**src/rtl/dac_ldctl_pkg.sv**
```systemverilog
// Package: shared types and helpers for the DAC load and clear controller.
// Assumes: nothing beyond IEEE 1800-2017 elaboration-time functions.
package dac_ldctl_pkg;

    // Asynchronous pin levels carried through the synchronizer as one word.
    typedef struct packed {
        logic ld_n;    // load strobe level
        logic clr_n;   // clear level
        logic line_n;  // shared busy line level
    } pin_lvl_t;

    localparam int PIN_W = $bits(pin_lvl_t);

    // Index width for a count of n items, at least one bit.
    function automatic int bits_for(input int n);
        return (n < 2) ? 1 : $clog2(n);
    endfunction

endpackage

```
**src/rtl/dac_ldctl_sync.sv**
```systemverilog
// Module: dac_ldctl_sync
// Two-flop synchronizer for a vector of independent asynchronous levels.
// Each bit is synchronized on its own; no coherence between bits is implied.
// Assumes: each input level stays stable for at least two clock cycles.
module dac_ldctl_sync #(
    parameter int          WIDTH   = 3,
    parameter logic [WIDTH-1:0] RST_VAL = '1
) (
    input  logic             clk,
    input  logic             rst_n,
    input  logic [WIDTH-1:0] d,
    output logic [WIDTH-1:0] q
);

    for (genvar b = 0; b < WIDTH; b++) begin : g_bit
        logic meta_q;
        logic stab_q;

        // Two-stage capture of one asynchronous bit, reset to its idle level.
        always_ff @(posedge clk) begin
            if (!rst_n) begin
                meta_q <= RST_VAL[b];
                stab_q <= RST_VAL[b];
            end else begin
                meta_q <= d[b];
                stab_q <= meta_q;
            end
        end

        assign q[b] = stab_q;
    end

endmodule

```
**src/rtl/dac_ldctl_arb.sv**
```systemverilog
// Module: dac_ldctl_arb
// Arbitrates the synchronized load strobe against busy, clear and reset.
// Detects the falling edge of the strobe, holds a request while busy,
// runs the power-on window and issues a one-cycle transfer enable.
// Assumes: inputs already synchronized, POR_CYCLES >= 3 so a strobe held
// low through reset release falls inside the power-on window.
module dac_ldctl_arb #(
    parameter int POR_CYCLES = 16,
    localparam int POR_W     = dac_ldctl_pkg::bits_for(POR_CYCLES + 1)
) (
    input  logic clk,
    input  logic rst_n,
    input  logic ld_lvl_n,   // synchronized load strobe
    input  logic clr_lvl_n,  // synchronized clear
    input  logic line_lvl_n, // synchronized shared busy line
    input  logic calc_busy,
    output logic busy,
    output logic busy_pull,
    output logic xfer_en,
    output logic clr_low,
    output logic por_active
);

    logic             ld_prev_q;
    logic             pending_q;
    logic             xfer_q;
    logic [POR_W-1:0] por_cnt_q;

    logic ld_fall;
    logic accept;
    logic want;
    logic issue;

    // Power-on window: counts down after reset release.
    always_ff @(posedge clk) begin
        if (!rst_n) begin
            por_cnt_q <= POR_W'(POR_CYCLES);
        end else if (por_cnt_q != '0) begin
            por_cnt_q <= por_cnt_q - 1'b1;
        end
    end

    assign por_active = (por_cnt_q != '0);
    assign clr_low    = ~clr_lvl_n;

    // Busy sources: own drive covers calculation, reset and power-on.
    always_comb begin
        busy_pull = calc_busy | ~rst_n | por_active;
        busy      = busy_pull | ~line_lvl_n;
    end

    // Request path: edge detect, masking, hold and issue decision.
    always_comb begin
        ld_fall = ld_prev_q & ~ld_lvl_n;
        accept  = ld_fall & ~clr_low & ~por_active;
        want    = pending_q | accept;
        issue   = want & ~busy & ~clr_low;
    end

    // Previous strobe level for falling-edge detection.
    always_ff @(posedge clk) begin
        if (!rst_n) begin
            ld_prev_q <= 1'b1;
        end else begin
            ld_prev_q <= ld_lvl_n;
        end
    end

    // Held request: kept while busy, dropped by clear, reset or issue.
    always_ff @(posedge clk) begin
        if (!rst_n) begin
            pending_q <= 1'b0;
        end else begin
            pending_q <= want & ~issue & ~clr_low;
        end
    end

    // Registered one-cycle transfer enable.
    always_ff @(posedge clk) begin
        if (!rst_n) begin
            xfer_q <= 1'b0;
        end else begin
            xfer_q <= issue;
        end
    end

    assign xfer_en = xfer_q;

endmodule

```
**src/rtl/dac_ldctl_bank.sv**
```systemverilog
// Module: dac_ldctl_bank
// Per-channel input register, DAC register and ground-select flop.
// Input registers take writes outside reset; DAC registers copy on the
// transfer enable; the ground select sets on clear and frees on transfer.
// Assumes: xfer_en is a single-cycle pulse from the arbiter.
module dac_ldctl_bank #(
    parameter int NUM_CH = 40,
    parameter int DW     = 14,
    localparam int CH_W  = dac_ldctl_pkg::bits_for(NUM_CH)
) (
    input  logic                 clk,
    input  logic                 rst_n,
    input  logic                 wr_en,
    input  logic [CH_W-1:0]      wr_ch,
    input  logic [DW-1:0]        wr_data,
    input  logic                 xfer_en,
    input  logic                 clr_low,
    output logic [NUM_CH*DW-1:0] in_flat,
    output logic [NUM_CH*DW-1:0] dac_flat,
    output logic [NUM_CH-1:0]    gnd_sel
);

    for (genvar ch = 0; ch < NUM_CH; ch++) begin : g_ch
        logic [DW-1:0] in_q;
        logic [DW-1:0] dac_q;
        logic          gnd_q;
        logic          hit;

        assign hit = wr_en && (wr_ch == CH_W'(ch));

        // Input register: host writes, blocked only by reset.
        always_ff @(posedge clk) begin
            if (!rst_n) begin
                in_q <= '0;
            end else if (hit) begin
                in_q <= wr_data;
            end
        end

        // DAC register: copies the input register on a transfer.
        always_ff @(posedge clk) begin
            if (!rst_n) begin
                dac_q <= '0;
            end else if (xfer_en) begin
                dac_q <= in_q;
            end
        end

        // Ground select: set by clear, held until the next transfer.
        always_ff @(posedge clk) begin
            if (!rst_n) begin
                gnd_q <= 1'b0;
            end else if (clr_low) begin
                gnd_q <= 1'b1;
            end else if (xfer_en) begin
                gnd_q <= 1'b0;
            end
        end

        assign in_flat[ch*DW +: DW]  = in_q;
        assign dac_flat[ch*DW +: DW] = dac_q;
        assign gnd_sel[ch]           = gnd_q;
    end

endmodule

```
**src/rtl/dac_load_ctrl.sv**
```systemverilog
// Module: dac_load_ctrl (top)
// Load and clear sequencing for a bank of DAC channels: synchronizes the
// asynchronous pins, arbitrates load requests against busy, clear and
// reset, and holds the per-channel input and DAC registers.
// Assumes: calc_busy is synchronous to clk; busy_line_n is the pin level
// of the shared open-drain line driven low by busy_pull and by others.
module dac_load_ctrl #(
    parameter int NUM_CH     = 40,
    parameter int DW         = 14,
    parameter int POR_CYCLES = 16,
    localparam int CH_W      = dac_ldctl_pkg::bits_for(NUM_CH)
) (
    input  logic                 clk,
    input  logic                 rst_n,
    input  logic                 ldac_n,
    input  logic                 clr_n,
    input  logic                 calc_busy,
    input  logic                 busy_line_n,
    input  logic                 wr_en,
    input  logic [CH_W-1:0]      wr_ch,
    input  logic [DW-1:0]        wr_data,
    output logic                 busy,
    output logic                 busy_pull,
    output logic                 xfer_en,
    output logic [NUM_CH-1:0]    gnd_sel,
    output logic [NUM_CH*DW-1:0] dac_code
);

    import dac_ldctl_pkg::*;

    pin_lvl_t                pin_raw;
    pin_lvl_t                pin_syn;
    logic                    clr_low;
    logic                    por_active;
    logic [NUM_CH*DW-1:0]    in_flat;

    assign pin_raw = '{ld_n: ldac_n, clr_n: clr_n, line_n: busy_line_n};

    dac_ldctl_sync #(
        .WIDTH   (PIN_W),
        .RST_VAL ({PIN_W{1'b1}})
    ) u_sync (
        .clk   (clk),
        .rst_n (rst_n),
        .d     (pin_raw),
        .q     (pin_syn)
    );

    dac_ldctl_arb #(
        .POR_CYCLES (POR_CYCLES)
    ) u_arb (
        .clk        (clk),
        .rst_n      (rst_n),
        .ld_lvl_n   (pin_syn.ld_n),
        .clr_lvl_n  (pin_syn.clr_n),
        .line_lvl_n (pin_syn.line_n),
        .calc_busy  (calc_busy),
        .busy       (busy),
        .busy_pull  (busy_pull),
        .xfer_en    (xfer_en),
        .clr_low    (clr_low),
        .por_active (por_active)
    );

    dac_ldctl_bank #(
        .NUM_CH (NUM_CH),
        .DW     (DW)
    ) u_bank (
        .clk      (clk),
        .rst_n    (rst_n),
        .wr_en    (wr_en),
        .wr_ch    (wr_ch),
        .wr_data  (wr_data),
        .xfer_en  (xfer_en),
        .clr_low  (clr_low),
        .in_flat  (in_flat),
        .dac_flat (dac_code),
        .gnd_sel  (gnd_sel)
    );

endmodule

```
**config.mk**
```make
export PLATFORM = sky130hd
export DESIGN_NAME = dac_load_ctrl
export DESIGN_NICKNAME = d
export VERILOG_FILES = /design/src/rtl/dac_ldctl_pkg.sv /design/src/rtl/dac_ldctl_sync.sv /design/src/rtl/dac_ldctl_arb.sv /design/src/rtl/dac_ldctl_bank.sv /design/src/rtl/dac_load_ctrl.sv
export SDC_FILE = /design/constraint.sdc
export NUM_CORES = 2
export LEC_CHECK = 0
export ABC_AREA = 1
export BUFFER_PORTS_ARGS = -buffer_cell sky130_fd_sc_hd__buf_4
export CAP_MARGIN = 10
export CORE_ASPECT_RATIO = 0.8
export CORE_MARGIN = 3
export CORE_UTILIZATION = 46
export CTS_BUF_LIST = sky130_fd_sc_hd__clkbuf_16
export DETAILED_ROUTE_END_ITERATION = 7
export HOLD_SLACK_MARGIN = 0.06
export PLACE_DENSITY = 0.79
export SYNTH_ARGS = -nofsm -noshare
export SYNTH_HDL_FRONTEND = slang
export SYNTH_HIERARCHICAL = 1
export SYNTH_SLANG_ARGS = --single-unit
```
**constraint.sdc**
```tcl
create_clock -name clk -period 2.9 [get_ports clk]
set_input_delay 0.29 -clock clk [delete_from_list [all_inputs] [get_ports clk]]
set_output_delay 0.29 -clock clk [all_outputs]
set_load 0.01 [all_outputs]
```
==> impl_metrics.toml <==
[sta]
period_needed_ns = 2.40
fin_setup_tns_ns = 0
finalHoldViolations = 0
rsz0062_at_grt = "false"
maxSlewHeadroom = 0.308
worst_slack_ns = 0.504
tightest_slew_ns = 1.04
finalCritPeriodShare = 0.826
max_freq_mhz = 417
drv_slew = 0
setup_violations = 0
fin_worst_skew_ns = 0.0247

[hold_path]
whs_path_depth = 5
hp-class = "input pin to register"
min_delay_worst_endpoint = "u_bank/g_ch[16].in_q[0]"
hold_start = "wr_data[0]"

[synth]
syn_nets = 5756
synth_top_family_by_area = "simple AND/OR/NAND/NOR gates"
synth_commonest_cells = "nor2_1, dfxtp_1, nand2_1"
synth_most_common_cell = "nor2_1"
synth_compound_area_frac = 0.0674
synth-edff-count = 0
synthFlopType = "dfxtp_1"
async_reset_ff_frac = 0
synthAdderAreaFrac = 0.000595
synth_xor_area_frac = 0
synth_cell_types = 22
synth.top_cell.area_share = 0.541
netlist_instances = 5727
yosysTopAreaCell = "dfxtp_1"
synthTopCellsByArea = "dfxtp_1, nor2_1, o21ai_0"
muxShareOfSynthArea = 0
yosys_warnings = 6
seq_area_frac_synth = 0.541
synth-simple-area-share = 0.333
netlist_area_sq_mm = 0.0420
avgSynthCellArea_sq_um = 7.34
ys_seq_elements = 1135

[floorplanning]
die_y_um = 276
ioPinCount = 630
die-area_sq_mm = 0.0951
rows = 98
start_util = 0.467
die_w_um = 344
core_sq_mm = 0.0900

[place]
dp_hpwl_um = 87700
numPortBuffers = 629
place_congestion = 0.814
dp_slack_ns = 0.802
placed_cell_area_sq_mm = 0.0476
dp.cells = 7183

[global_route]
grt_max_degree = 189
grtUsageTotal = 0.278
grt_pass1_wl_um = 209000
grt_pass1_vias = 36000
overflow = 0
antenna_found_initial = 6

[route]
drt_iter0_markers = 4117
wire_per_inst_um = 18.8
drc_errors = 0
routed_wl_um = 139000
ant_nets = 0
num_vias = 39000
first_pass_iters = 6
routed_via_density = 5.29

[worst_setup_path]
crit_type = "register to primary output"
cp_slowest_stage_delay_ns = 0.64
critPathBufInv = 2
start_kind = "register"
crit-reg2reg-launch = "u_arb/xfer_en"
crit_path_end_kind = "primary output"
cp.arrival_ns = 2.11
cp_common_cell = "buf_4"
crit_required_ns = 2.61
crit_slowest_cell = "dfxtp_4"
critPathTopFamily = "buffers and inverters"
path_cells = "buf_4 -> buf_4"
r2r_cells = 4
r2r-end = "u_bank/g_ch[11].dac_q[6]"
path_max_fanout = 66
r2r_slack_ns = 1.04

[clocking]
cts_hold_buffers = 7
cts_setup_buffers = 0
cts-htree-levels = 3
cts_resized = 0
cts_tree = "built"
clk_pin_slew_worst_paths_ns = 0.07
cts_inserted_buffers = 107
clockBufferDepth = 3
cts_root_buf = "clkbuf_16"
cts_sinks = 1135
clkLatencyLatePin_ns = 0.69

[final_layout]
postLayoutCellArea_sq_mm = 0.0511
nNetsFinal = 6129
num-fill-cells = 8056
layout-drive-gt1-share = 0.159
final_core_util = 0.568
area_growth_pct = 21.5
layout.cells.non_filler = 7384

[job]
maxCapViolCount = 0

[run_status]
status = "complete, no violations"

[pwr]
p_leak_nw = 24.0
peakVddDrop_mv = 0.457
power_density_mw_per_mm2 = 604
## placed cells by master (no fill, tap or decap), drive strengths merged
| cell type | count |
|---|---|
| nand4 | 2 |
| clkinv | 50 |
| clkbuf | 109 |
| inv | 68 |
| nand3 | 540 |
| or2 | 2 |
| clkinvlp | 2 |
| nand2 | 629 |
| dfxtp | 1135 |
| o21ai | 563 |
| ha | 2 |
| nor2 | 2313 |
| dlygate4sd3 | 7 |
| bufinv | 7 |
| buf | 751 |
| a21oi | 3 |
| diode | 1 |
## routing by layer
metal,up-vias,routed length (um),GRT usage
met5,-,65,0
met4,10,5530,0.115
met3,341,12900,0.0607
met2,1752,62500,0.431
met1,18200,57800,0.375
li1,18700,-,-
## tightest hold or removal path, stage by stage
cell and delay [ns]:
buf_4 0.09, inv_2 0.18, nand2_1 0.13, nand2_1 0.05, nor2_1 0.07
## cell families (layout without fill, tap and decap cells)
group,count (synthesis),count (layout)
fa+ha+maj,2,2
flops,1135,1135
other cells,0,1
simple gates,3486,3486
buf+inv,538,994
compound gates,566,566
## worst max path at each step
stage | start | end | slack (ns) | depth (start not counted)
after floorplan | u_bank/g_ch[36].gnd_q | gnd_sel[0] | 1.43 | 1
after global placement | wr_ch[0] | u_bank/g_ch[35].in_q[5] | 0.85 | 7
after detailed placement | wr_ch[0] | u_bank/g_ch[35].in_q[13] | 0.80 | 7
after CTS | u_arb/xfer_en | xfer_en | 0.47 | 2
after global routing | u_arb/xfer_en | xfer_en | 0.36 | 2
final | u_arb/xfer_en | xfer_en | 0.50 | 2
## report_power, final
| group | internal, mW | switching (mW) |
|---|---|---|
| sequential | 15.7 | 0.0653 |
| clock | 7.46 | 6.12 |
| combinational | 0.436 | 1.10 |
| total | 23.6 | 7.28 |
## layout make-up
class | instances | area (sq um) | area share
antenna | 1 | 2.50 | 0.0000490
sequential | 1135 | 22700 | 0.445
clock buffer | 109 | 2730 | 0.0534
inverter | 44 | 178 | 0.00348
clock inverter | 83 | 651 | 0.0127
tap | 1200 | 1500 | 0.0294
multi-input combinational | 4054 | 17000 | 0.332
timing repair buffer | 758 | 6340 | 0.124
## flip-flops by register name (all words and copies together), names as in the netlist
name / flops
u_arb/por_cnt_q: 5
u_arb/pending_q: 1
u_sync/g_bit.stab_q: 3
u_sync/g_bit.meta_q: 3
u_arb/xfer_en: 1
u_bank/g_ch.dac_q: 560
u_bank/g_ch.gnd_q: 1
u_bank/g_ch.in_q: 560
u_arb/ld_prev_q: 1
## through the flow
stage	hold slack [ns]	total power, mW
finish	0.170	30.9
global route	0.178	31.8
CTS	0.108	31.0
detailed placement	0.388	17.6
global placement	0.386	17.6
floorplan	0.359	17.0
No activity file was read; power rests on OpenSTA's default activity.
